`src/rtl/gdb_pkg.sv`:
```
package gdb_pkg;
  typedef enum logic [2:0] {
    ST_IDLE,
    ST_MEMW,
    ST_MEMR,
    ST_WAITR,
    ST_RESP
  } gdb_state_e;
endpackage

```
`src/rtl/gdb_xlate.sv`:
```
// Master halfword address -> host byte offset inside the 128 KB window.
module gdb_xlate #(
  parameter int WIN_W = 15,
  parameter int CH_B  = 3,
  parameter int OFF_W = WIN_W + 2
) (
  input  logic [WIN_W-1:0] hw_addr,
  input  logic             burst,
  output logic [OFF_W-1:0] off
);
  logic [OFF_W-1:0] off_burst;
  logic [OFF_W-1:0] off_ctrl;

  generate
    if (CH_B > 1) begin : g_multi
      // chunk index doubled (hole after each chunk), word within chunk
      assign off_burst = {hw_addr[WIN_W-1:CH_B], 1'b0, hw_addr[CH_B-1:1], 2'b00};
    end else begin : g_single
      assign off_burst = {hw_addr[WIN_W-1:1], 1'b0, 2'b00};
    end
  endgenerate

  // control halfword: one 32-bit slot per halfword
  assign off_ctrl = {hw_addr, 2'b00};
  assign off      = burst ? off_burst : off_ctrl;
endmodule

```
`src/rtl/gdb_pack.sv`:
```
// Pairs burst halfwords into 32-bit words; flushes lone halves.
module gdb_pack #(
  parameter int HW    = 16,
  parameter int TAG_W = 14,
  parameter int BE_W  = (2 * HW) / 8
) (
  input  logic              clk,
  input  logic              rst_n,
  input  logic              beat,
  input  logic              burst,
  input  logic              last,
  input  logic              odd,
  input  logic [TAG_W-1:0]  tag,
  input  logic [HW-1:0]     wdata,
  output logic              issue,
  output logic [2*HW-1:0]   word,
  output logic [BE_W-1:0]   be
);
  localparam logic [BE_W-1:0] BE_LO   = {{(BE_W/2){1'b0}}, {(BE_W/2){1'b1}}};
  localparam logic [BE_W-1:0] BE_HI   = {{(BE_W/2){1'b1}}, {(BE_W/2){1'b0}}};
  localparam logic [BE_W-1:0] BE_FULL = {BE_W{1'b1}};

  logic             pend_q;
  logic [HW-1:0]    held_q;
  logic [TAG_W-1:0] ptag_q;

  always_comb begin
    issue = 1'b1;
    word  = {{HW{1'b0}}, wdata};
    be    = BE_LO;
    if (burst) begin
      if (!odd) begin
        issue = last;
      end else if (pend_q && ptag_q == tag) begin
        word = {wdata, held_q};
        be   = BE_FULL;
      end else begin
        word = {wdata, {HW{1'b0}}};
        be   = BE_HI;
      end
    end
  end

  always_ff @(posedge clk or negedge rst_n) begin
    if (!rst_n) begin
      pend_q <= 1'b0;
      held_q <= '0;
      ptag_q <= '0;
    end else if (beat) begin
      pend_q <= burst && !odd && !last;
      held_q <= wdata;
      ptag_q <= tag;
    end
  end

  // a stored even half must be followed by its odd partner
  assert_pair_partner_R1: assert property (@(posedge clk) disable iff (!rst_n)
    (pend_q && beat) |-> (burst && odd && tag == ptag_q));
endmodule

```
`src/rtl/gapped_dma_bridge.sv`:
```
module gapped_dma_bridge #(
  parameter int HW      = 16,
  parameter int MA_W    = 16,
  parameter int WIN_W   = 15,
  parameter int CH_B    = 3,
  parameter int HA_W    = 32,
  parameter int BASE_SH = 3
) (
  input  logic              clk,
  input  logic              rst_n,
  input  logic              dma_en,
  input  logic              base_we,
  input  logic [HA_W-1:0]   base_wdata,
  input  logic              err_clr,
  output logic              err_irq,
  input  logic              m_valid,
  output logic              m_ready,
  input  logic              m_write,
  input  logic              m_burst,
  input  logic              m_last,
  input  logic [MA_W-1:0]   m_addr,
  input  logic [HW-1:0]     m_wdata,
  output logic              s_rvalid,
  input  logic              s_rready,
  output logic [HW-1:0]     s_rdata,
  output logic              mem_valid,
  input  logic              mem_ready,
  output logic              mem_we,
  output logic [HA_W-1:0]   mem_addr,
  output logic [2*HW-1:0]   mem_wdata,
  output logic [(2*HW)/8-1:0] mem_be,
  input  logic              mem_rvalid,
  input  logic [2*HW-1:0]   mem_rdata
);
  import gdb_pkg::*;

  localparam int OFF_W = WIN_W + 2;
  localparam int TAG_W = WIN_W - 1;
  localparam int BE_W  = (2 * HW) / 8;
  localparam logic [HA_W-1:0] OFF_MASK = {{(HA_W-OFF_W){1'b0}}, {OFF_W{1'b1}}};

  gdb_state_e        st_q;
  logic [HA_W-1:0]   base_q;
  logic [HA_W-1:0]   req_addr_q;
  logic [2*HW-1:0]   req_data_q;
  logic [BE_W-1:0]   req_be_q;
  logic              req_we_q;
  logic [HW-1:0]     rsp_q;
  logic              sel_hi_q;
  logic              rd_burst_q;
  logic [TAG_W-1:0]  rd_tag_q;
  logic              cache_v_q;
  logic [TAG_W-1:0]  cache_tag_q;
  logic [2*HW-1:0]   cache_word_q;
  logic              err_q;

  logic              in_win;
  logic              acc;
  logic              hit;
  logic [TAG_W-1:0]  pair_tag;
  logic [OFF_W-1:0]  off;
  logic [HA_W-1:0]   host_a;
  logic              pk_issue;
  logic [2*HW-1:0]   pk_word;
  logic [BE_W-1:0]   pk_be;
  logic [HA_W-1:0]   base_shifted;

  assign in_win   = (m_addr[MA_W-1:WIN_W] == '0);
  assign m_ready  = dma_en && (st_q == ST_IDLE);
  assign acc      = m_valid && m_ready;
  assign pair_tag = m_addr[WIN_W-1:1];
  assign hit      = cache_v_q && m_burst && m_addr[0] && (cache_tag_q == pair_tag);
  assign host_a   = base_q | {{(HA_W-OFF_W){1'b0}}, off};
  assign base_shifted = base_wdata >> BASE_SH;

  gdb_xlate #(.WIN_W(WIN_W), .CH_B(CH_B), .OFF_W(OFF_W)) u_xlate (
    .hw_addr (m_addr[WIN_W-1:0]),
    .burst   (m_burst),
    .off     (off)
  );

  gdb_pack #(.HW(HW), .TAG_W(TAG_W), .BE_W(BE_W)) u_pack (
    .clk   (clk),
    .rst_n (rst_n),
    .beat  (acc && in_win && m_write),
    .burst (m_burst),
    .last  (m_last),
    .odd   (m_addr[0]),
    .tag   (pair_tag),
    .wdata (m_wdata),
    .issue (pk_issue),
    .word  (pk_word),
    .be    (pk_be)
  );

  always_ff @(posedge clk or negedge rst_n) begin
    if (!rst_n) begin
      st_q         <= ST_IDLE;
      base_q       <= '0;
      req_addr_q   <= '0;
      req_data_q   <= '0;
      req_be_q     <= '0;
      req_we_q     <= 1'b0;
      rsp_q        <= '0;
      sel_hi_q     <= 1'b0;
      rd_burst_q   <= 1'b0;
      rd_tag_q     <= '0;
      cache_v_q    <= 1'b0;
      cache_tag_q  <= '0;
      cache_word_q <= '0;
      err_q        <= 1'b0;
    end else begin
      if (acc && !in_win)  err_q <= 1'b1;
      else if (err_clr)    err_q <= 1'b0;

      case (st_q)
        ST_IDLE: if (acc) begin
          if (!in_win) begin
            if (!m_write) begin
              rsp_q <= '0;
              st_q  <= ST_RESP;
            end
          end else if (m_write) begin
            cache_v_q <= 1'b0;
            if (pk_issue) begin
              req_addr_q <= host_a;
              req_data_q <= pk_word;
              req_be_q   <= pk_be;
              req_we_q   <= 1'b1;
              st_q       <= ST_MEMW;
            end
          end else if (hit) begin
            rsp_q <= cache_word_q[2*HW-1:HW];
            st_q  <= ST_RESP;
          end else begin
            req_addr_q <= host_a;
            req_we_q   <= 1'b0;
            req_be_q   <= '1;
            sel_hi_q   <= m_burst && m_addr[0];
            rd_burst_q <= m_burst;
            rd_tag_q   <= pair_tag;
            st_q       <= ST_MEMR;
          end
        end
        ST_MEMW:  if (mem_ready) st_q <= ST_IDLE;
        ST_MEMR:  if (mem_ready) st_q <= ST_WAITR;
        ST_WAITR: if (mem_rvalid) begin
          cache_v_q    <= rd_burst_q;
          cache_tag_q  <= rd_tag_q;
          cache_word_q <= mem_rdata;
          rsp_q        <= sel_hi_q ? mem_rdata[2*HW-1:HW] : mem_rdata[HW-1:0];
          st_q         <= ST_RESP;
        end
        ST_RESP:  if (s_rready) st_q <= ST_IDLE;
        default:  st_q <= ST_IDLE;
      endcase

      if (base_we) begin
        base_q    <= base_shifted & ~OFF_MASK;
        cache_v_q <= 1'b0;
      end
    end
  end

  assign mem_valid = (st_q == ST_MEMW) || (st_q == ST_MEMR);
  assign mem_we    = req_we_q;
  assign mem_addr  = req_addr_q;
  assign mem_wdata = req_data_q;
  assign mem_be    = req_be_q;
  assign s_rvalid  = (st_q == ST_RESP);
  assign s_rdata   = rsp_q;
  assign err_irq   = err_q;

  assert_req_stable_R9: assert property (@(posedge clk) disable iff (!rst_n)
    (mem_valid && !mem_ready) |=> (mem_valid && $stable(mem_addr) &&
     $stable(mem_wdata) && $stable(mem_be) && $stable(mem_we)));

  assert_stall_on_req_R9: assert property (@(posedge clk) disable iff (!rst_n)
    mem_valid |-> !m_ready);

  assert_be_legal_R3: assert property (@(posedge clk) disable iff (!rst_n)
    (mem_valid && mem_we) |-> (mem_be == 4'b1111 || mem_be == 4'b0011 || mem_be == 4'b1100));

  assert_oow_err_R7: assert property (@(posedge clk) disable iff (!rst_n)
    (m_valid && m_ready && !in_win) |=> (err_irq && !mem_valid));

  assert_rsp_hold_R10: assert property (@(posedge clk) disable iff (!rst_n)
    (s_rvalid && !s_rready) |=> (s_rvalid && $stable(s_rdata)));

  assert_off_idle_R8: assert property (@(posedge clk) disable iff (!rst_n)
    (!dma_en && $past(!dma_en) && $past(!mem_valid) && $past(!s_rvalid)) |-> !mem_valid);
endmodule

```
`config.mk`:
```
export PLATFORM = sky130hd
export DESIGN_NAME = gapped_dma_bridge
export DESIGN_NICKNAME = d
export VERILOG_FILES = /design/src/rtl/gdb_pkg.sv /design/src/rtl/gdb_xlate.sv /design/src/rtl/gdb_pack.sv /design/src/rtl/gapped_dma_bridge.sv
export SDC_FILE = /design/constraint.sdc
export NUM_CORES = 1
export LEC_CHECK = 0
export ABC_CLOCK_PERIOD_IN_PS = 2700
export CAP_MARGIN = 40
export CORE_MARGIN = 1
export CORE_UTILIZATION = 45
export CTS_BUF_LIST = sky130_fd_sc_hd__clkbuf_4 sky130_fd_sc_hd__clkbuf_8 sky130_fd_sc_hd__clkbuf_16
export DETAILED_ROUTE_END_ITERATION = 8
export GPL_TIMING_DRIVEN = 1
export MAX_ROUTING_LAYER = met4
export PLACE_DENSITY = 0.75
export SLEW_MARGIN = 10
export SYNTH_ARGS = -nofsm -noshare
export SYNTH_HDL_FRONTEND = slang
export SYNTH_SLANG_ARGS = --single-unit
```
`constraint.sdc`:
```
create_clock -name clk -period 2.7 [get_ports clk]
set_input_delay 0.54 -clock clk [delete_from_list [all_inputs] [get_ports clk]]
set_output_delay 0.54 -clock clk [all_outputs]
set_load 0.05 [all_outputs]
```
# After elaboration in Yosys (flattened, before gate mapping)
# Cells that the tools add are included.
[classes]
n_eq_ne = 21
n_bitwise = 4
muxes = 45
n_reduce_logical = 26
[op_table]
columns = ["cell", "count"]
rows = [
  ["2-to-1 mux 32 bit", 5],
  ["2-to-1 mux 16 bit", 8],
  ["case mux 16 bit (2 select lines)", 1],
  ["2-to-1 mux 3 bit", 10],
  ["OR 29 x 17 -> 29 bit", 1],
  ["== test 14 bit", 2],
  ["AND reduction 5 bit", 5],
  ["inequality test 3 bit (second input constant)", 7],
  ["2-to-1 mux 4 bit", 5],
  ["case mux 3 bit (5 select lines)", 1],
  ["logical AND 1 bit", 12],
  ["2-to-1 mux 1 bit", 12],
  ["inequality test 2 bit (second input constant)", 6],
  ["AND reduction 7 bit", 1],
  ["== test 3 x 2 -> 1 bit (second input constant)", 2],
  ["2-to-1 mux 5 bit", 1],
  ["inequality test 2 x 1 -> 1 bit (second input constant)", 2],
  ["nonzero test 2 bit", 2],
  ["== test 3 x 1 -> 1 bit (second input constant)", 1],
  ["== test 3 bit (second input constant)", 1],
  ["logical NOT 3 bit", 1],
  ["NOT 1 bit", 3],
  ["nonzero test 3 bit", 1],
  ["logical NOT 1 bit", 2],
  ["4 further kinds", 4],
]
[word_totals]
register_bits = 195
elab_cells = 113

# Longest topological paths before layout
# Gate-level depths: netlist of the first run.
[logic_depth]
word_depth = 8
mapped_depth = 8
ltp_nobuf = 5

# Modules after synthesis
# From an unflattened synthesis of the first run, not the netlist that was laid out.
[unflattened]
cells_unflattened = 644
area_unflattened_um2 = 8151.6
[by_module_without_submodules]
columns = ["module", "seq_area_each_um2", "area_per_inst_um2", "instances", "cells_each"]
rows = [
  ["gapped_dma_bridge", 3628.5, 6204.7, 1, 438],
  ["gdb_pack", 775.7, 1806.7, 1, 188],
  ["gdb_xlate", 0.0, 140.1, 1, 18],
]

# Worst setup path before layout of the first run
# No wires, ideal clock.
[synth_timing]
kind = "register to register"
from = "reg st_q[1]"
to = "reg req_addr_q[10] (netlist: mem_addr[10])"
setup_slack_ns = -0.475
t_arrival_ns = 3.050
synth_period_minus_slack_ns = 3.175
stages_incl_launch_ff = 7
path_cell_list = "dfrtp_1 clkbuf_1 nor4b_2 nand3_1 a211oi_2 buf_2 mux2_2"
[synth_between]
elab_chain_cells = 4
[synth_lines]
columns = ["item", "line_no", "source"]
rows = [
  ["from (decl)", "gapped_dma_bridge.sv:42", "gdb_state_e st_q;"],
  ["from (signal assigned)", "gapped_dma_bridge.sv:98", "st_q <= ST_IDLE;"],
  ["from (signal assigned)", "gapped_dma_bridge.sv:121", "st_q <= ST_RESP;"],
  ["from (signal assigned)", "gapped_dma_bridge.sv:130", "st_q <= ST_MEMW;"],
  ["logical NOT 3 bit", "gapped_dma_bridge.sv:69", "assign m_ready = dma_en && (st_q == ST_IDLE);"],
  ["logical AND 1 bit", "gapped_dma_bridge.sv:69", ""],
  ["named net m_ready", "gapped_dma_bridge.sv:17", "output logic m_ready,"],
  ["logical AND 1 bit", "gapped_dma_bridge.sv:70", "assign acc = m_valid && m_ready;"],
  ["AND reduction 5 bit (no source line)", "n/a", ""],
  ["to (signal assigned)", "gapped_dma_bridge.sv:126", "req_addr_q <= host_a;"],
  ["to (signal assigned)", "gapped_dma_bridge.sv:136", "req_addr_q <= host_a;"],
  ["to (decl)", "gapped_dma_bridge.sv:44", "logic [HA_W-1:0] req_addr_q;"],
]
# The timed path passes the listed nets, and every way through them passes these cells.
# A chain may end at the register's enable or synchronous reset.

# Worst setup path in the final report of the first run
[layout_timing]
from = "in m_addr[10]"
to = "reg rsp_q[0] (netlist: s_rdata[0])"
[layout_between]
elab_chain_cells = 4
[layout_lines]
columns = ["item", "line_no", "source"]
rows = [
  ["from (decl)", "gapped_dma_bridge.sv:21", "input logic [MA_W-1:0] m_addr,"],
  ["== test 14 bit", "gapped_dma_bridge.sv:72", "assign hit = cache_v_q && m_burst && m_addr[0] && (cache_tag_q == pair_tag);"],
  ["logical AND 1 bit", "gapped_dma_bridge.sv:72", ""],
  ["inequality test 3 bit (no source line)", "n/a", ""],
  ["AND reduction 5 bit (no source line)", "n/a", ""],
  ["to (signal assigned)", "gapped_dma_bridge.sv:133", "rsp_q <= cache_word_q[2*HW-1:HW];"],
  ["to (signal assigned)", "gapped_dma_bridge.sv:151", "rsp_q <= sel_hi_q ? mem_rdata[2*HW-1:HW] : mem_rdata[HW-1:0];"],
  ["to (decl)", "gapped_dma_bridge.sv:48", "logic [HW-1:0] rsp_q;"],
]
# No other way between the ends.

==> impl_metrics.toml, run 1 <==
[setup_path]
reg2regPathDepth = 6
cp_max_fo = 17
startpoint_type = "input pin"
endpoint_kind = "flip-flop"
critical_path_required_ns = 3.00
worstSetupPathType = "input pin to flip-flop"
crit_path_start = "m_addr[10]"
r2r_start = "cache_tag_q[9]"
worst_ep_arrival_time_ns = 2.95

[clock_tree]
cts_buffers = 17
cts_buffer_depth = 2
cts.sinks = 172
holdBufCountCts = 0
worstSkewPairLatency_ns = 0.43
path_clk_slew_ns = 0.07
cts_tree = "built"
htreeDepth = 4
cts-root-buf = "clkbuf_16"

[detailed_routing]
vias = 5387
ant_nets = 0
dr.pass1.iters = 5
dr_wl_met2_um = 8940
wl_met1_um = 7600
met3_length_um = 750
viasPerCell = 5.27
top_layer_used = "met4"
drcViolationCount = 0
routedWlPerCell_um = 17.4
drt_iter0_drc = 289
routed_wl_um = 17800

[yosys]
ys_types = 39
avgSynthCellArea_um2 = 12.5
synth_warnings = 0
synth_top_area_cell = "dfrtp_1"
yosysSeqAreaShare_pct = 57.6
synth_top_area_share_pct = 57.6
syn-cell-area_mm2 = 0.00748
synthCells = 598
synth-seq-cells = 172
yosys-top-cells-area = "dfrtp_1, mux2_2, nand3_1, xnor2_1, a21oi_1"

[cells_and_area]
seqCellArea_mm2 = 0.00430
utilization_pct = 64.0
fillCellCount = 1207
mostFrequentLayoutCells = "dfrtp_1, clkdlybuf4s50_1, mux2_2"
multi_input_area_mm2 = 0.00299
drive_gt1_share_pct = 27.3
syn_to_final_growth_pct = 37.5
diodes = 0
final_nets = 901
final_common_cell = "dfrtp_1"

[timing]
slew_headroom_pct = 54.3
setup_violations = 0
min_period_ns = 2.65
final.period_utilization_pct = 98.2
grt_setup_unrepaired = "no"
layout_setup_ws_ns = 0.0499
drv_slew = 0
fmax_mhz = 377
hold_viol_final = 0
skew_ns = 0.0108
tightest_slew_ns = 0.684
setup-tns-final_ns = 0

[power_and_ir_drop]
swShare_pct = 39.9
seqPwrFrac_pct = 36.0
power.internal_w = 0.00721
clkPwrFrac_pct = 19.3
ir_drop_uv = 789
power_frac_comb_pct = 44.7
switchingPower_w = 0.00479
power_density_mw_per_mm2 = 1170
p_leak_nw = 4.46

[global_route]
grt_first_pass_wirelength_um = 28500
grt_overflow = 0
grt_max_degree = 73
grtUsageTotal_pct = 22.7
antenna_found_initial = 0
grt_pass1_vias = 5638

[place]
hpwl_um = 12500
dpl_worst_slack_ns = -0.365
io_buffer_count = 171
place_congestion = 0.780

[die]
fp-row-count = 46
io_pins = 197
core-area_mm2 = 0.0161
die_h_um = 131
start_util_pct = 46.6
die_x_um = 131
dieArea_mm2 = 0.0171

[hold_path]
hp-class = "input pin to asynchronous set/reset pin"

[outcome]
outcome = "complete, no violations"

[run]
cap_violations = 0
-- sequential cells by signal (all words and copies together), names as in the netlist --
name / count
u_pack.ptag_q: 14
rd_burst_q: 1
mem_we: 1
s_rdata: 16
cache_v_q: 1
err_irq: 1
cache_word_q: 16
u_pack.held_q: 16
u_pack.pend_q: 1
cache_tag_q: 14
mem_wdata: 32
base_q: 12
mem_addr: 27
rd_tag_q: 14
sel_hi_q: 1
mem_be: 2
st_q: 3
-- critical path: stages --
cell,delay [ns]
clkdlybuf4s50_1,0.46
xor2_1,0.18
or4_4,0.57
o41a_1,0.38
o31ai_4,0.27
buf_12,0.20
mux2_2,0.35
-- per-stage QoR --
stage | std cells | total power, W | hold slack (ns) | cell area [um^2]
2_1_floorplan | 602 | 0.00782 | 0.244 | 7510
3_3_place_gp | 989 | 0.00954 | 0.449 | 9690
3_5_place_dp | 990 | 0.00976 | 0.457 | 9710
4_1_cts | 1022 | 0.0121 | 0.0815 | 10300
5_1_grt | 1022 | 0.0126 | 0.0967 | 10300
6_report | 1022 | 0.0120 | 0.0682 | 10300
-- logic make-up (layout without fill, tap and decap cells) --
family / Yosys count / in the layout / synth area share, %
AO/OA/AOI/OAI: 63 / 63 / 4.85
XOR/XNOR: 29 / 29 / 3.40
buffers and inverters: 47 / 251 / 3.01
flip-flops: 172 / 172 / 57.6
multiplexers: 151 / 151 / 22.5
other: 1 / 5 / 0.0502
AND/OR/NAND/NOR: 135 / 135 / 8.67
-- what timing repair did --
action,in CTS,in global routing
setup buffers,0,0
resized for setup,0,1
setup endpoints to repair,0,1
-- path summary, 6_finish.rpt --
kind | end | slack [ns]
setup / recovery | s_rdata[0] | 0.05
hold / removal | mem_wdata[30] | 0.07
setup reg to reg | s_rdata[0] | 0.28
hold reg to reg | mem_wdata[16] | 0.46
max in group asynchronous | mem_addr[12] | 1.77
min in group clk | mem_wdata[16] | 0.46
-- layer usage --
layer	track usage [%]	vias up
met3	4.32	32
met5	-	-
met2	36.2	153
met1	28.2	2722
met4	10.3	0
li1	-	2480
-- power by group through the flow --
stage | clock network (W) | registers, W | logic [W]
finish | 0.00232 | 0.00432 | 0.00536
global route | 0.00249 | 0.00446 | 0.00565
CTS | 0.00237 | 0.00433 | 0.00541
detailed placement | 0 | 0.00436 | 0.00540
global placement | 0 | 0.00432 | 0.00522
floorplan | 0 | 0.00606 | 0.00176
-- synth_stat cells --
master and number:
a211oi_2 1, a21o_1 1, a21o_2 1, a21oi_1 35, a22oi_1 1, a31oi_1 1
and2_1 2, buf_1 1, buf_2 6, buf_4 8, buf_8 1, clkbuf_1 27
conb_1 1, dfrtp_1 172, inv_1 4, mux2_2 134, mux2i_1 17, nand2_1 39
nand3_1 53, nand3b_1 1, nand4_1 6, nand4b_1 1, nor2_1 20, nor2b_1 2
nor3_1 2, nor3b_1 2, nor4_1 3, nor4b_2 1, o211ai_1 1, o21ai_0 18
o22ai_1 1, o31ai_4 1, o41a_1 1, o41ai_1 1, or2_2 1, or3_1 1
or4_4 1, xnor2_1 26, xor2_1 3
-- area by class of cell --
class / instances / share of cell area, %
clock buffers: 19 / 4.34
clock inverters: 13 / 1.16
inverters: 4 / 0.146
multi-input cells: 383 / 29.1
flip-flops and latches: 172 / 41.9
well taps: 216 / 2.63
repair buffers: 215 / 20.8
(Power assumes the default switching activity.)
==> run 2, diff against run 1 <==
Settings changed: CTS_BUF_LIST sky130_fd_sc_hd__clkbuf_4 sky130_fd_sc_hd__clkbuf_8 sky130_fd_sc_hd__clkbuf_16 to sky130_fd_sc_hd__clkbuf_16, GPL_TIMING_DRIVEN 1 to default.
==> impl_metrics.toml, run 2 (synthesized netlist as in run 1, its figures left out) <==
[outcome]
outcome = "complete, no violations"

[timing]
fmax_mhz = 377
setup_violations = 0
layout_setup_ws_ns = 0.0481
drv_slew = 0
skew_ns = 0.0125
slew_headroom_pct = 53.7
final.period_utilization_pct = 98.2
min_period_ns = 2.65
grt_setup_unrepaired = "no"
hold_viol_final = 0
tightest_slew_ns = 0.693

[cells_and_area]
largest_reg_flops = 32
syn_to_final_growth_pct = 37.3
final_common_cell = "dfrtp_1"
drive_gt1_share_pct = 27.0
final_nets = 901
utilization_pct = 63.9
diodes = 0
mostFrequentLayoutCells = "dfrtp_1, clkdlybuf4s50_1, mux2_2"

[clock_tree]
cts_tree = "built"
htreeDepth = 4
worstSkewPairLatency_ns = 0.43
cts_buffers = 17
cts-root-buf = "clkbuf_16"
path_clk_slew_ns = 0.07
cts_buffer_depth = 2
holdBufCountCts = 0
cts_setup_buffers = 0
cts.sinks = 172
cts_resized = 0

[place]
place_congestion = 0.780
io_buffer_count = 171
hpwl_um = 12500
dpl_worst_slack_ns = -0.365

[global_route]
grt_first_pass_wirelength_um = 28500
grt_overflow = 0
busiest_layer = "met2"
grtUsageTotal_pct = 22.7
grt_pass1_vias = 5638
use_met2_pct = 36.2
globalRouteMet1Util_pct = 28.2
grt_max_degree = 73
met3_usage_pct = 4.19
antenna_found_initial = 0

[setup_path]
crit_family = "buffers and inverters"
crit_path_cell_trace = "clkdlybuf4s50_1 -> xor2_1 -> or4_4 -> o41a_1 -> o31ai_4 -> buf_12 -> mux2_2"
max_stage_delay_ns = 0.57
startpoint_type = "input pin"
critPathBufInv = 2
reg2regPathDepth = 6
cp_max_fo = 17
regToRegSetupSlack_ns = 0.28
regToRegEndpoint = "s_rdata[0]"
worst_ep_arrival_time_ns = 2.96
endpoint_kind = "flip-flop"
worstSetupPathType = "input pin to flip-flop"
critical_path_required_ns = 3.00
r2r_start = "cache_tag_q[9]"
worst_path_max_delay_cell = "or4_4"

[die]
fp-row-count = 46
start_util_pct = 46.6
core-area_mm2 = 0.0161
io_pins = 197
die_h_um = 131
die_x_um = 131
dieArea_mm2 = 0.0171

[detailed_routing]
drcViolationCount = 0
vias = 5391
routed_wl_um = 17700
dr.pass1.iters = 4
ant_nets = 0
viasPerCell = 5.27
routedWlPerCell_um = 17.3
drt_iter0_drc = 278

[power_and_ir_drop]
p_leak_nw = 4.45
ir_drop_uv = 785
power_density_mw_per_mm2 = 1160

[run]
cap_violations = 0

[hold_path]
hp-class = "input pin to asynchronous set/reset pin"
==> run 2: changes by cell type in the layout (fill, tap and decap cells not counted), sizes merged <==
cell	previous run	this run
clkbuf	19	17
clkinv	6	7
inv	6	7
==> run 2: worst register-to-register path, stage by stage (launching register included) <==
cell	delay [ns]
dfrtp_1	0.39
xor2_1	0.14
or4_4	0.57
o41a_1	0.38
o31ai_4	0.27
buf_12	0.20
mux2_2	0.36
==> run 2: worst max path at each step <==
stage / start / end / depth (start not counted)
2_1_floorplan: st_q[0] / mem_addr[10] / 6
3_3_place_gp: m_addr[10] / s_rdata[11] / 7
3_5_place_dp: m_addr[10] / s_rdata[10] / 7
4_1_cts: st_q[1] / s_rvalid / 2
5_1_grt: m_addr[10] / s_rdata[0] / 7
6_report: m_addr[10] / s_rdata[0] / 7
==> run 2: power by group <==
part | switching [W] | internal, W
combinational | 0.00313 | 0.00222
clock | 0.00101 | 0.00126
sequential | 0.000639 | 0.00368
==> run 2: cell type report <==
cell class              instances  area, um^2
fillers                      1211        5790
flip-flops and latches        172        4300
multi-input cells             383        2990
repair buffers                215        2140
clock buffers                  17         425
well taps                     216         270
clock inverters                15         126
inverters                       4        15.0
==> run 2: metrics by stage <==
step / TNS (ns) / std cells / area (um^2) / hold WS (ns) / power, W
2_1_floorplan: 0 / 602 / 7510 / 0.244 / 0.00782
3_3_place_gp: -12.27 / 989 / 9690 / 0.449 / 0.00954
3_5_place_dp: -14.77 / 990 / 9710 / 0.457 / 0.00976
4_1_cts: 0 / 1022 / 10300 / 0.0825 / 0.0121
5_1_grt: 0 / 1022 / 10300 / 0.0982 / 0.0126
6_report: 0 / 1022 / 10300 / 0.0714 / 0.0120
==> run 2: metal layers <==
| layer | up-vias | part of all wire (%) |
|---|---|---|
| li1 | 2478 | - |
| met1 | 2726 | 43 |
| met2 | 155 | 50 |
| met3 | 32 | 4.4 |
| met4 | 0 | 2.6 |
| met5 | - | 0 |
==> run 3, diff against run 2 <==
Settings changed: ABC_CLOCK_PERIOD_IN_PS 2700 to 3100, PLACE_DENSITY 0.75 to 0.74, SLEW_MARGIN 10 to default, SYNTH_HIERARCHICAL from default to 1.
Clock period 2.7 ns to 3.1 ns, I/O delays scaled along.
==> impl_metrics.toml, run 3 <==
[timing]
setup_violations = 0
drv_slew = 0
grt_setup_unrepaired = "no"
final.period_utilization_pct = 91.9
fmax_mhz = 351
layout_setup_ws_ns = 0.250
fin_hold_ws_ns = 0.200
skew_ns = 0.0122
tightest_slew_ns = 0.686
setup-tns-final_ns = 0
hold_viol_final = 0
slew_headroom_pct = 54.1
min_period_ns = 2.85

[place]
dpl_worst_slack_ns = 0.0212
io_buffer_count = 173
place_congestion = 0.840
hpwl_um = 13200

[cells_and_area]
largest_reg_flops = 32
final_common_cell = "dfrtp_1"
utilization_pct = 61.0
diodes = 0
drive_gt1_share_pct = 26.3
syn_to_final_growth_pct = 30.7
mostFrequentLayoutCells = "dfrtp_1, clkdlybuf4s50_1, mux2_2"
final_nets = 914

[setup_path]
cp_max_fo = 11
worst_ep_arrival_time_ns = 2.23
critPathBufInv = 1
crit_family = "buffers and inverters"
critical_path_required_ns = 2.48
crit_path_cell_trace = "nor3_1 -> and2_1 -> clkdlybuf4s50_1"
max_stage_delay_ns = 0.79
worst_path_max_delay_cell = "clkdlybuf4s50_1"
regToRegSetupSlack_ns = 0.56
worstSetupPathType = "flip-flop to output port"
startpoint_type = "flip-flop"
endpoint_kind = "output port"

[detailed_routing]
vias = 5511
routed_wl_um = 19100
dr.pass1.iters = 4
drt_iter0_drc = 340
ant_nets = 0
viasPerCell = 5.28
drcViolationCount = 0
routedWlPerCell_um = 18.3

[clock_tree]
holdBufCountCts = 0
htreeDepth = 4
cts-root-buf = "clkbuf_16"
worstSkewPairLatency_ns = 0.43
cts_buffer_depth = 2
cts_buffers = 17
cts.sinks = 176
cts_setup_buffers = 0
path_clk_slew_ns = 0.07
cts_resized = 0
cts_tree = "built"

[yosys]
synth_top_area_share_pct = 54.0
syn-cell-area_mm2 = 0.00815
avgSynthCellArea_um2 = 12.7
synth.most_common_cell = "dfrtp_1"
synth_top_area_cell = "dfrtp_1"
ys_types = 46
synth-seq-cells = 176
yosys-top-cells-count = "dfrtp_1, mux2_2, nand2_1, o21ai_0, inv_1"
synth_top_flop_cell = "dfrtp_1"
synth_warnings = 6
synthCells = 644
synthArstFlopShare_pct = 100
yosysSeqAreaShare_pct = 54.0
yosys-top-cells-area = "dfrtp_1, mux2_2, mux2i_1, o21ai_0, xnor2_1"
synth_edf_count = 0

[die]
io_pins = 197
die_h_um = 137
core-area_mm2 = 0.0175
fp-row-count = 48
die_x_um = 137
dieArea_mm2 = 0.0187
start_util_pct = 46.6

[global_route]
grt_pass1_vias = 5965
grt_max_degree = 67
grtUsageTotal_pct = 22.7
antenna_found_initial = 0
grt_overflow = 0
grt_first_pass_wirelength_um = 31200

[outcome]
outcome = "complete, no violations"

[power_and_ir_drop]
ir_drop_uv = 752
power_density_mw_per_mm2 = 950
total_power_w = 0.0101
p_leak_nw = 4.78

[run]
cap_violations = 0

[hold_path]
hp-class = "input pin to asynchronous set/reset pin"
[run 3: cell count changes after synthesis, moves of 6 or more]
cell,change
nand3_1,-49
a21oi_1,-28
inv_1,+26
o21ai_0,+21
and3_1,+17
nand3b_1,+15
nor2_1,-13
buf_4,+11
mux2_4,+9
o41ai_2,+8
xnor2_1,-7
o41ai_1,+6
[run 3: worst paths after layout]
kind                                   from               end  depth (start not counted)
worst max-delay path                st_q[0]           m_ready                          3
worst min-delay path                  rst_n  cache_word_q[22]                          1
worst max register to register      st_q[0]       rd_tag_q[5]                          5
worst min register to register  mem_addr[4]       mem_addr[4]                          1
max in group asynchronous             rst_n            mem_we                          2
min in group clk                mem_addr[4]       mem_addr[4]                          1
[run 3: per-layer routing]
metal / part of all wire (%) / wire length, um / track usage (%)
met4: 1.3 / 244 / 7.53
met5: 0 / 0 / -
met2: 49 / 9460 / 36.2
met1: 43 / 8300 / 28.4
met3: 5.9 / 1120 / 5.56
[run 3: logic make-up (layout without fill, tap and decap cells)]
| logic type | after synthesis | count (layout) | synth area share [%] |
|---|---|---|---|
| muxes | 168 | 168 | 23.3 |
| buffers and inverters | 86 | 258 | 5.57 |
| other | 2 | 5 | 0.0921 |
| AOI/OAI and AO/OA | 74 | 74 | 6.72 |
| xor gates and xnor gates | 24 | 24 | 2.58 |
| and+or+nand+nor | 114 | 114 | 7.69 |
| DFF | 176 | 176 | 54.0 |
[run 3: layout make-up]
cell class | count | area, um^2
repair buffers | 196 | 2020
flip-flops and latches | 176 | 4400
clock inverters | 15 | 96.3
fillers | 1377 | 6820
multi-input cells | 385 | 3310
well taps | 225 | 282
clock buffers | 17 | 425
inverters | 30 | 113
[run 3: per-stage QoR]
stage / area [um^2] / cells
floorplan: 8160 / 647
global placement: 10100 / 1010
detailed placement: 10100 / 1012
CTS: 10700 / 1044
global route: 10700 / 1044
finish: 10700 / 1044
[run 3: where the power goes]
group          internal, W  switching, W  total [W]  leakage, nW
Clock              0.00101      0.000898    0.00191        0.245
Combinational      0.00184       0.00260    0.00444         2.34
Sequential         0.00323      0.000535    0.00377         2.20
